===== src/rtl/prio_intc.sv =====
module prio_intc #(
  parameter int N_EXT     = 5,
  parameter int N_INT     = 4,
  parameter int VEC_W     = 8,
  parameter int PRI_W     = 4,
  parameter int STK_DEPTH = 4,
  parameter int ADDR_W    = 6
) (
  input  logic                  clk,
  input  logic                  rst_n,
  input  logic [N_EXT-1:0]      ext_irq,
  input  logic [N_INT-1:0]      int_req,
  input  logic                  bus_wr,
  input  logic                  bus_rd,
  input  logic [ADDR_W-1:0]     bus_addr,
  input  logic [31:0]           bus_wdata,
  output logic [31:0]           bus_rdata,
  output logic                  irq_out
);
  localparam int NSRC  = N_EXT + N_INT;
  localparam int IDX_W = $clog2(NSRC);
  localparam int SP_W  = $clog2(STK_DEPTH + 1);
  localparam logic [ADDR_W-1:0] A_GCFG = ADDR_W'(0);
  localparam logic [ADDR_W-1:0] A_SPUR = ADDR_W'(1);
  localparam logic [ADDR_W-1:0] A_TASK = ADDR_W'(2);
  localparam logic [ADDR_W-1:0] A_ACK  = ADDR_W'(3);
  localparam logic [ADDR_W-1:0] A_EOI  = ADDR_W'(4);
  localparam logic [ADDR_W-2:0] SRC_LIM = (ADDR_W-1)'(NSRC);
  localparam logic [SP_W-1:0]   SP_FULL = SP_W'(STK_DEPTH);

  logic [NSRC-1:0]  raw, prev_raw, msk, pol, lvl, epend, insvc;
  logic [NSRC-1:0]  line, prev_line, edge_ev, asserted, req, take_oh, epend_nx;
  logic [PRI_W-1:0] pri [NSRC];
  logic [VEC_W-1:0] vec [NSRC];
  logic             mixed;
  logic [VEC_W-1:0] spur;
  logic [PRI_W-1:0] task_pri;
  logic [IDX_W-1:0] stk_src [STK_DEPTH];
  logic [PRI_W-1:0] stk_pri [STK_DEPTH];
  logic [SP_W-1:0]  sp;

  logic             best_vld;
  logic [PRI_W-1:0] best_pri, top_pri;
  logic [IDX_W-1:0] best_idx;
  logic             deliver, ack_take, eoi_wr, soft_rst, src_sel;
  logic [IDX_W-1:0] sidx;
  logic             unused_bits;

  assign raw       = {int_req, ext_irq};
  assign line      = ~(raw ^ pol);
  assign prev_line = ~(prev_raw ^ pol);
  assign edge_ev   = line & ~prev_line & ~lvl;
  assign asserted  = (lvl & line) | (~lvl & epend);
  assign req       = asserted & ~msk & ~insvc;

  always_comb begin
    best_vld = 1'b0;
    best_pri = '0;
    best_idx = '0;
    for (int i = 0; i < NSRC; i++) begin
      if (req[i] && (!best_vld || pri[i] > best_pri)) begin
        best_vld = 1'b1;
        best_pri = pri[i];
        best_idx = IDX_W'(i);
      end
    end
  end

  assign top_pri  = (sp == '0) ? '0 : stk_pri[sp - SP_W'(1)];
  assign deliver  = mixed && best_vld && (best_pri > task_pri) &&
                    (best_pri > top_pri) && (sp < SP_FULL);
  assign irq_out  = mixed ? deliver : ext_irq[0];

  assign src_sel  = bus_addr[ADDR_W-1] && (bus_addr[ADDR_W-2:0] < SRC_LIM);
  assign sidx     = bus_addr[IDX_W-1:0];
  assign ack_take = bus_rd && (bus_addr == A_ACK) && deliver;
  assign eoi_wr   = bus_wr && (bus_addr == A_EOI);
  assign soft_rst = bus_wr && (bus_addr == A_GCFG) && bus_wdata[31];
  assign take_oh  = ack_take ? (NSRC'(1) << best_idx) : '0;
  assign epend_nx = (epend & ~take_oh) | edge_ev;
  assign unused_bits = ^{bus_wdata[30], bus_wdata[28:24], bus_wdata[21:20],
                         bus_wdata[15:VEC_W]};

  always_comb begin
    bus_rdata = '0;
    if (src_sel) begin
      bus_rdata[31]            = msk[sidx];
      bus_rdata[30]            = asserted[sidx] | insvc[sidx];
      bus_rdata[23]            = pol[sidx];
      bus_rdata[22]            = lvl[sidx];
      bus_rdata[16 +: PRI_W]   = pri[sidx];
      bus_rdata[VEC_W-1:0]     = vec[sidx];
    end else begin
      case (bus_addr)
        A_GCFG:  bus_rdata[29]         = mixed;
        A_SPUR:  bus_rdata[VEC_W-1:0]  = spur;
        A_TASK:  bus_rdata[PRI_W-1:0]  = task_pri;
        A_ACK:   bus_rdata[VEC_W-1:0]  = deliver ? vec[best_idx] : spur;
        default: bus_rdata             = '0;
      endcase
    end
  end

  always_ff @(posedge clk or negedge rst_n) begin
    if (!rst_n) begin
      prev_raw <= '0;
      msk      <= '1;
      pol      <= '0;
      lvl      <= '0;
      epend    <= '0;
      insvc    <= '0;
      mixed    <= 1'b0;
      spur     <= '1;
      task_pri <= '1;
      sp       <= '0;
      for (int i = 0; i < NSRC; i++) begin
        pri[i] <= '0;
        vec[i] <= '0;
      end
      for (int j = 0; j < STK_DEPTH; j++) begin
        stk_src[j] <= '0;
        stk_pri[j] <= '0;
      end
    end else if (soft_rst) begin
      prev_raw <= raw;
      msk      <= '1;
      pol      <= '0;
      lvl      <= '0;
      epend    <= '0;
      insvc    <= '0;
      mixed    <= 1'b0;
      spur     <= '1;
      task_pri <= '1;
      sp       <= '0;
      for (int i = 0; i < NSRC; i++) begin
        pri[i] <= '0;
        vec[i] <= '0;
      end
    end else begin
      prev_raw <= raw;
      epend    <= epend_nx;
      if (bus_wr) begin
        if (src_sel) begin
          msk[sidx] <= bus_wdata[31];
          pol[sidx] <= bus_wdata[23];
          lvl[sidx] <= bus_wdata[22];
          pri[sidx] <= bus_wdata[16 +: PRI_W];
          vec[sidx] <= bus_wdata[VEC_W-1:0];
        end else if (bus_addr == A_GCFG) begin
          mixed <= bus_wdata[29];
        end else if (bus_addr == A_SPUR) begin
          spur <= bus_wdata[VEC_W-1:0];
        end else if (bus_addr == A_TASK) begin
          task_pri <= bus_wdata[PRI_W-1:0];
        end
      end
      if (ack_take) begin
        stk_src[sp[SP_W-1:0]] <= best_idx;
        stk_pri[sp[SP_W-1:0]] <= best_pri;
        sp                    <= sp + SP_W'(1);
        insvc[best_idx]       <= 1'b1;
      end else if (eoi_wr && sp != '0) begin
        sp                             <= sp - SP_W'(1);
        insvc[stk_src[sp - SP_W'(1)]]  <= 1'b0;
      end
    end
  end

  p_stack_tracks_insvc_r7: assert property (@(posedge clk) disable iff (!rst_n)
    $countones(insvc) == int'(sp));

  p_stack_bound_r7: assert property (@(posedge clk) disable iff (!rst_n)
    sp <= SP_FULL);

  p_ack_push_r7: assert property (@(posedge clk) disable iff (!rst_n)
    (ack_take && !soft_rst) |=> (sp == $past(sp) + SP_W'(1)));

  p_eoi_pop_r8: assert property (@(posedge clk) disable iff (!rst_n)
    (eoi_wr && sp != '0 && !ack_take) |=> (sp == $past(sp) - SP_W'(1)));

  p_spurious_when_idle_r9: assert property (@(posedge clk) disable iff (!rst_n)
    (bus_rd && bus_addr == A_ACK && !irq_out) |-> (bus_rdata[VEC_W-1:0] == spur));

  p_soft_reset_r11: assert property (@(posedge clk) disable iff (!rst_n)
    soft_rst |=> (sp == '0 && !mixed && msk == '1 && epend == '0));

  p_masked_quiet_r3: assert property (@(posedge clk) disable iff (!rst_n)
    (mixed && msk == '1) |-> !irq_out);
endmodule


===== config.mk =====
export PLATFORM = sky130hd
export DESIGN_NAME = prio_intc
export DESIGN_NICKNAME = d
export VERILOG_FILES = /design/src/rtl/prio_intc.sv
export SDC_FILE = /design/constraint.sdc
export NUM_CORES = 1
export LEC_CHECK = 0
export BUFFER_PORTS_ARGS = -buffer_cell sky130_fd_sc_hd__buf_2
export CAP_MARGIN = 0
export CORE_MARGIN = 2
export CORE_UTILIZATION = 55
export DETAILED_ROUTE_END_ITERATION = 12
export MAX_ROUTING_LAYER = met4
export PLACE_DENSITY = 0.79
export SLEW_MARGIN = 20
export SYNTH_ARGS = -nofsm -noshare
export SYNTH_HDL_FRONTEND = slang
export SYNTH_SLANG_ARGS = --single-unit

===== constraint.sdc =====
create_clock -name clk -period 16.96 [get_ports clk]
set_input_delay 0.848 -clock clk [delete_from_list [all_inputs] [get_ports clk]]
set_output_delay 0.848 -clock clk [all_outputs]
set_load 0.01 [all_outputs]

Yosys cells after proc, flatten, opt, wreduce, memory -nomap -nowiden
Cells that the tools add are included.
{"block": "word_totals", "regBits": 210, "in_bits": 51, "output_inout_bits": 33, "elab_cells": 270}
{"block": "classes", "shifts": 1, "n_reduce_logical": 54, "mux": 119, "n_addsub": 2, "n_bitwise": 27, "order_cmp": 24, "n_eq_ne": 7}
{"operator": "72-bit 2-to-1 mux", "count": 3}
{"operator": "4-bit 2-to-1 mux", "count": 32}
{"operator": "9-bit 2-to-1 mux", "count": 14}
{"operator": "36-bit 2-to-1 mux", "count": 3}
{"operator": "8-bit 2-to-1 mux", "count": 12}
{"operator": "9-bit bitwise AND", "count": 8}
{"operator": "72-bit bitwise mux", "count": 1}
{"operator": "9-bit inverter", "count": 8}
{"operator": "8-bit binary-select mux with 4-bit select", "count": 2}
{"operator": "4-bit > comparator", "count": 10}
{"operator": "36-bit bitwise mux", "count": 1}
{"operator": "16-bit bitwise mux", "count": 2}
{"operator": "8-bit demux with 4-bit select", "count": 1}
{"operator": "9-bit bitwise mux", "count": 3}
{"operator": "9-bit OR", "count": 3}
{"operator": "1-bit logical AND", "count": 24}
{"operator": "1-bit 2-to-1 mux", "count": 24}
{"operator": "1-bit binary-select mux with 4-bit select", "count": 5}
{"operator": "9-bit bitwise XOR", "count": 2}
{"operator": "4-bit binary-select mux with 2-bit select", "count": 2}
{"operator": "4-bit binary-select mux with 4-bit select", "count": 1}
{"operator": "4-bit demux with 4-bit select", "count": 1}
{"operator": "4-bit by 5-bit < comparator with 1-bit output (second input constant)", "count": 3}
{"operator": "1-bit demux with 4-bit select", "count": 3}
{"operator": "34 further kinds", "count": 66}

Logic depth before layout (Yosys ltp)
{"block": "depth", "word_depth": 49, "ltp_mapped": 81, "depth_no_buf": 78}

Worst setup path after synthesis
OpenSTA, ideal clock, no wires.
{"block": "synth_timing", "path_kind": "input to output", "startpoint": "in ext_irq[0]", "endpoint": "out bus_rdata[7]", "slack_ns": 1.827, "arrival_ns": 14.285, "path_stages": 74, "path_buffers": 4, "cell_sequence": "xnor2_1 a31o_4 nand2_1 ha_1 nor2b_1 o211ai_1 a21oi_1 o21ai_4 mux2i_1 inv_1 ha_1 nor2b_1 o21bai_1 o2bb2ai_1 a21o_1 buf_6 mux2i_1 ha_1 [... 38 more ...] o21ai_0 nand2b_1 a21oi_1 a41o_1 nand2_1 nand2_1 clkbuf_1 nor2_1 a21oi_1 ha_1 nand3_1 o2111ai_1 nor4_1 and2_0 clkbuf_1 a21oi_1 a211o_1 o211ai_1"}
{"block": "synth_between", "elab_chain_len": 46}
{"element": "start: declaration", "line_no": "11", "rtl": "input logic [N_EXT-1:0] ext_irq,"}
{"element": "9-bit bitwise XOR (*)", "line_no": "50", "rtl": "assign line = ~(raw ^ pol);"}
{"element": "9-bit inverter (*)", "line_no": "50"}
{"element": "9-bit bitwise AND (*)", "line_no": "53", "rtl": "assign asserted = (lvl & line) | (~lvl & epend);"}
{"element": "9-bit OR (*)", "line_no": "53"}
{"element": "9-bit bitwise AND (*) (2 in series)", "line_no": "54", "rtl": "assign req = asserted & ~msk & ~insvc;"}
{"element": "4-bit 2-to-1 mux / 1-bit 2-to-1 mux (equally long branches)", "line_no": "61", "rtl": "if (req[i] && (!best_vld || pri[i] > best_pri)) begin"}
{"element": "4-bit > comparator / 1-bit zero test (equally long branches)", "line_no": "61"}
{"element": "1-bit logical OR", "line_no": "61"}
{"element": "[... 30 more ...]"}
{"element": "named net best_pri[2]", "line_no": "43", "rtl": "logic [PRI_W-1:0] best_pri, top_pri;"}
{"element": "4-bit > comparator", "line_no": "70", "rtl": "assign deliver = mixed && best_vld && (best_pri > task_pri) &&"}
{"element": "1-bit logical AND", "line_no": "70"}
{"element": "1-bit logical AND (*)", "line_no": "70"}
{"element": "1-bit logical AND (*)", "line_no": "71", "rtl": "(best_pri > top_pri) && (sp < SP_FULL);"}
{"element": "8-bit 2-to-1 mux (*)", "line_no": "98", "rtl": "A_ACK: bus_rdata[VEC_W-1:0] = deliver ? vec[best_idx] : spur;"}
{"element": "4-bit case mux with 2 select lines (*)", "line_no": "94", "rtl": "case (bus_addr)"}
{"element": "8-bit 2-to-1 mux (*)", "line_no": "86", "rtl": "if (src_sel) begin"}
{"element": "end: declaration", "line_no": "17", "rtl": "output logic [31:0] bus_rdata,"}
Mark *: on every way through the listed nets, which the timed path passes. The rest lies on a longest branch. The select of a mux whose other input is x is not followed.

Worst setup path in the final report
{"block": "layout_timing", "startpoint": "reg lvl[0]", "endpoint": "out bus_rdata[0]"}
{"block": "layout_between", "elab_chain_len": 45}
{"element": "start: declaration", "line_no": "31", "rtl": "logic [NSRC-1:0] raw, prev_raw, msk, pol, lvl, epend, insvc;"}
{"element": "start signal: indexed assignment", "line_no": "146", "rtl": "lvl[sidx] <= bus_wdata[22];"}
{"element": "9-bit inverter", "line_no": "53"}
{"element": "9-bit bitwise AND", "line_no": "53"}
{"element": "9-bit OR (*)", "line_no": "53"}
{"element": "9-bit bitwise AND (*) (2 in series)", "line_no": "54"}
{"element": "4-bit 2-to-1 mux / 1-bit 2-to-1 mux (equally long branches)", "line_no": "61"}
{"element": "4-bit > comparator / 1-bit zero test (equally long branches)", "line_no": "61"}
{"element": "1-bit logical OR", "line_no": "61"}
{"element": "1-bit logical AND", "line_no": "61"}
{"element": "[... 28 more ...]"}
{"element": "4-bit 2-to-1 mux / 1-bit 2-to-1 mux (equally long branches)", "line_no": "61"}
{"element": "4-bit inverter with 5-bit output (not written as such) (tied with other cells)", "line_no": "98"}
{"element": "8-bit binary-select mux with 4-bit select / 1-bit logical AND (equally long branches)", "line_no": "98, 70"}
{"element": "8-bit 2-to-1 mux (not written as such) / 1-bit logical AND (equally long branches)", "line_no": "98, 70"}
{"element": "8-bit 2-to-1 mux (not written as such) / 1-bit logical AND (equally long branches)", "line_no": "98, 71"}
{"element": "8-bit 2-to-1 mux (*)", "line_no": "98"}
{"element": "4-bit case mux with 3 select lines (*)", "line_no": "94"}
{"element": "8-bit 2-to-1 mux (*)", "line_no": "86"}
Mark *: on every way between the ends. The rest lies on a longest branch, timed or not. The select of a mux whose other input is x is not followed.

==> metrics.csv <==
metric,value,unit
outcome,finished clean,
initial_antenna_violation_count,0,
fp.dieW,158,um
tightest_slew,1270,ps
placedCellCount,1764,
clock_tree_from_tritoncts,done,
fin_skew,11.0,ps
global_route.usage.met1,43.5,%
dr.first_iter.drc_count,1506,
synth_area_per_cell,8.92,um^2
hold_buffers,0,
grtUsageTotal,33.3,%
clk_root_buffer_cell,sky130_fd_sc_hd__clkbuf_16,
pre_cts_ws,20.8,ps
cellInternalPower,1600,uW
clkPwrFrac,17.8,%
p_leak,0.00636,uW
cts_buffers,23,
flow.area_growth_from_synthesis,10.6,%
ioPinCount,84,
netSwitchingFraction,48.5,%
drt_wl_total,40900,um
part_of_the_total_power_dissipated_in_sequential_elements,19.1,%
number_of_flip_flops_and_latches_in_the_synthesized_netlist,210,
floorplan.initialDensity,55.8,%
post-route-drc-count,0,
report.power.total,3100,uW
worst_path_max_delay_cell,sky130_fd_sc_hd__dfrtp_1,
regArea,5280,um^2
post-route-cell-area,14500,um^2
critical_path_buf_inv_count,9,
worst-endpoint-arrival,15550,ps
report.final.setup_viol,0,
top_reg_cell_synth,sky130_fd_sc_hd__dfrtp_1,
maxCapViolations,0,
grt-busiest-layer,met2,
n_antenna_cell,0,
post_route_cells_drive_above_1_share,17.9,%
clock_latency,530,ps
hold_class,in2async,
postSynthCellCount,1464,
timing.max_slew.rel_slack,15.2,%
synth.area.top_cells,"sky130_fd_sc_hd__dfrtp_1, sky130_fd_sc_hd__nand2_1, sky130_fd_sc_hd__a21oi_1",
netlist.area_leader.share,36.2,%
firstDrtPassIters,6,
timing.final.crit_share,96.7,%
slowest_delay,470,ps
fin_cells,1814,
synth_area,13100,um^2
finalCriticalPeriod,16400,ps
synth.largest_area_cell,sky130_fd_sc_hd__dfrtp_1,
fill_cell_count,1967,
ir_worst_vdd,0.000241,V
tns,0,ps
grt_pass1_wl,61700,um
core.rowCount,56,
synth.distinct_cells,91,
timing.critical_path.max_delay_family,compound AO/OA/AOI/OAI gates,
fp.coreArea,23400,um^2
clock_path_buffers,3,
vias_per_cell,6.43,
nets,1574,
fmax,61.0,MHz
gpl.final_weighted_congestion,0.996,
crit_top_cell,sky130_fd_sc_hd__ha_1,
ctsHtreeMaxLevel,1,
combinationalPowerShare,63.1,%
criticalPathCategory,reg2out,
met2_usage,52.5,%
final_max_slew_viol_count,0,
area_used_by_multi_input_combinational_logic,7280,um^2
grt_overflow_total,0,
die_area,25000,um^2
detail_route.wl_per_cell,22.6,um
worst_setup_hold_path_clk_slew,60,ps
power_density,215,nW/um^2
timing.final.hold_violations,0,
setup.reg_to_reg.worst_slack,1900,ps
postRouteAntennaNets,0,
worstSetupStartpointType,flop,
critical_path_required,16110,ps
dr_total_vias,11700,
seq_total_area_yosys,40.4,%
clock_sink_count,210,
post-route-worst-setup-slack,562,ps
hpwl,26300,um
placement.cell_area,13500,um^2
postSynth.asyncResetShare,100,%
grt_use_met3,4.90,%
path_max_fanout,13,
maximum_number_of_pins_on_one_net_before_global_route_repair,99,
die_y,158,um
portBuffers,52,
switchingPower,1500,uW
number_of_flops_mapped_to_enable_cells_by_yosys,0,
number_of_global_route_vias_before_repair,11000,
synthesis.yosys.warnings,0,
sort_of_element_at_the_end_of_the_critical_path,output port,
power by group through the flow:
stage          Clock (uW)  Combinational [uW]  Sequential, uW
3_3_place_gp            0                1770             596
6_report              553                1960             592
5_1_grt               575                2070             596
2_1_floorplan           0                1350             584
3_5_place_dp            0                1830             598
4_1_cts               555                1840             589
cells in the final DEF, fill, tap and decap left out, types with 14 or more instances in the layout:
cell type                   netlist  routed
sky130_fd_sc_hd__o21ai_0         56      56
sky130_fd_sc_hd__nand2_1        358     357
sky130_fd_sc_hd__dfrtp_1        189     189
sky130_fd_sc_hd__mux2_2          28      28
sky130_fd_sc_hd__ha_1            44      44
sky130_fd_sc_hd__conb_1           1      15
sky130_fd_sc_hd__inv_1           41      41
sky130_fd_sc_hd__a31oi_1         15      15
sky130_fd_sc_hd__buf_2            5      51
sky130_fd_sc_hd__nand3_1         62      62
sky130_fd_sc_hd__a21oi_1        180     176
sky130_fd_sc_hd__buf_4           18      30
sky130_fd_sc_hd__nand2b_1        14      14
sky130_fd_sc_hd__nor2_1          76      68
sky130_fd_sc_hd__nor2b_1         18      18
sky130_fd_sc_hd__mux4_2          37      37
sky130_fd_sc_hd__clkbuf_16        0      23
sky130_fd_sc_hd__a21o_1          16      15
sky130_fd_sc_hd__mux2i_1         31      29
sky130_fd_sc_hd__dfstp_2         21      21
sequential cells by signal, summed over array words and instances, names as in the netlist, 8 cells and up:
| register | flops |
|---|---|
| pol | 9 |
| insvc | 9 |
| stk_pri | 16 |
| pri | 36 |
| msk | 9 |
| lvl | 9 |
| epend | 9 |
| prev_raw | 9 |
| stk_src | 16 |
| vec | 72 |
| spur | 8 |
routing by layer:
metal	part of all wire (%)	up-vias
met5	0	-
met4	4.6	0
met3	10	156
met2	47	694
met1	39	5650
li1	-	5164
cell usage after synthesis (5+ instances only):
cell type	n
sky130_fd_sc_hd__nor3_1	5
sky130_fd_sc_hd__o21a_1	5
sky130_fd_sc_hd__nor2_1	76
sky130_fd_sc_hd__buf_1	11
sky130_fd_sc_hd__mux2_2	28
sky130_fd_sc_hd__mux4_2	37
sky130_fd_sc_hd__nand2_1	358
sky130_fd_sc_hd__dfrtp_1	189
sky130_fd_sc_hd__o21bai_1	5
sky130_fd_sc_hd__nand2b_1	14
sky130_fd_sc_hd__xnor2_1	9
sky130_fd_sc_hd__nand4_1	7
sky130_fd_sc_hd__mux2i_1	31
sky130_fd_sc_hd__a21oi_1	180
sky130_fd_sc_hd__dfstp_2	21
sky130_fd_sc_hd__o21ai_0	56
sky130_fd_sc_hd__nand3_1	62
sky130_fd_sc_hd__o211ai_1	9
sky130_fd_sc_hd__nor2b_1	18
sky130_fd_sc_hd__inv_1	41
sky130_fd_sc_hd__buf_2	5
sky130_fd_sc_hd__a21o_1	16
sky130_fd_sc_hd__o22ai_1	5
sky130_fd_sc_hd__a211oi_1	6
sky130_fd_sc_hd__clkbuf_1	70
sky130_fd_sc_hd__ha_1	44
sky130_fd_sc_hd__a31oi_1	15
sky130_fd_sc_hd__o221ai_1	8
sky130_fd_sc_hd__and2_1	6
sky130_fd_sc_hd__buf_4	18
sky130_fd_sc_hd__mux2_4	6
per-stage QoR:
step	utilization, %	hold WS (ps)
after floorplan	-	445
after CTS	61.2	446
after detailed placement	57.6	469
final	61.8	417
after global placement	57.6	457
after global routing	61.8	483
kinds of logic (layout without fill, tap and decap cells):
family | Yosys count | count (layout) | synth area share (%)
simple gates | 580 | 580 | 19.6
compound gates | 365 | 365 | 17.8
flops | 210 | 210 | 40.4
buf+inv | 149 | 166 | 5.02
mux | 104 | 104 | 12.2
fa+ha+maj | 44 | 44 | 4.21
xor+xnor | 11 | 11 | 0.738
other cells | 1 | 15 | 0.0287
worst reg2reg max path, delay by kind of cell, from the launching register on:
family                     cells  cell delay (ps)
AOI/OAI and AO/OA             27             4290
and+or+nand+nor               20             3770
muxes                          9             2980
adders and majority gates      9             2390
buffers and inverters          8             1010
DFF                            1              470
worst paths after layout:
kind                             from           end  cells past startpoint
max reg2reg                    lvl[0]    stk_src[4]                     73
max in group asynchronous       rst_n       vec[14]                      3
max                            lvl[0]  bus_rdata[0]                     76
min reg2reg                stk_src[1]    stk_src[1]                      2
min in group clk           stk_src[1]    stk_src[1]                      2
min                             rst_n        lvl[1]                      1
final cells by class:
| type | count | share of cell area [%] |
|---|---|---|
| sequential | 210 | 36.5 |
| clock buffer | 29 | 4.35 |
| inverter | 42 | 1.09 |
| tap | 319 | 2.76 |
| timing repair buffer | 83 | 3.56 |
| multi-input combinational | 1119 | 50.4 |
| clock inverter | 12 | 1.34 |
what timing repair did:
action                     4_1_cts  5_1_grt
pin swaps                        0        6
setup endpoints to repair        1        9
cloned                           0        0
gates resized for setup          1       13
setup buffers                    0        9
No activity file was read; power rests on OpenSTA's default activity.
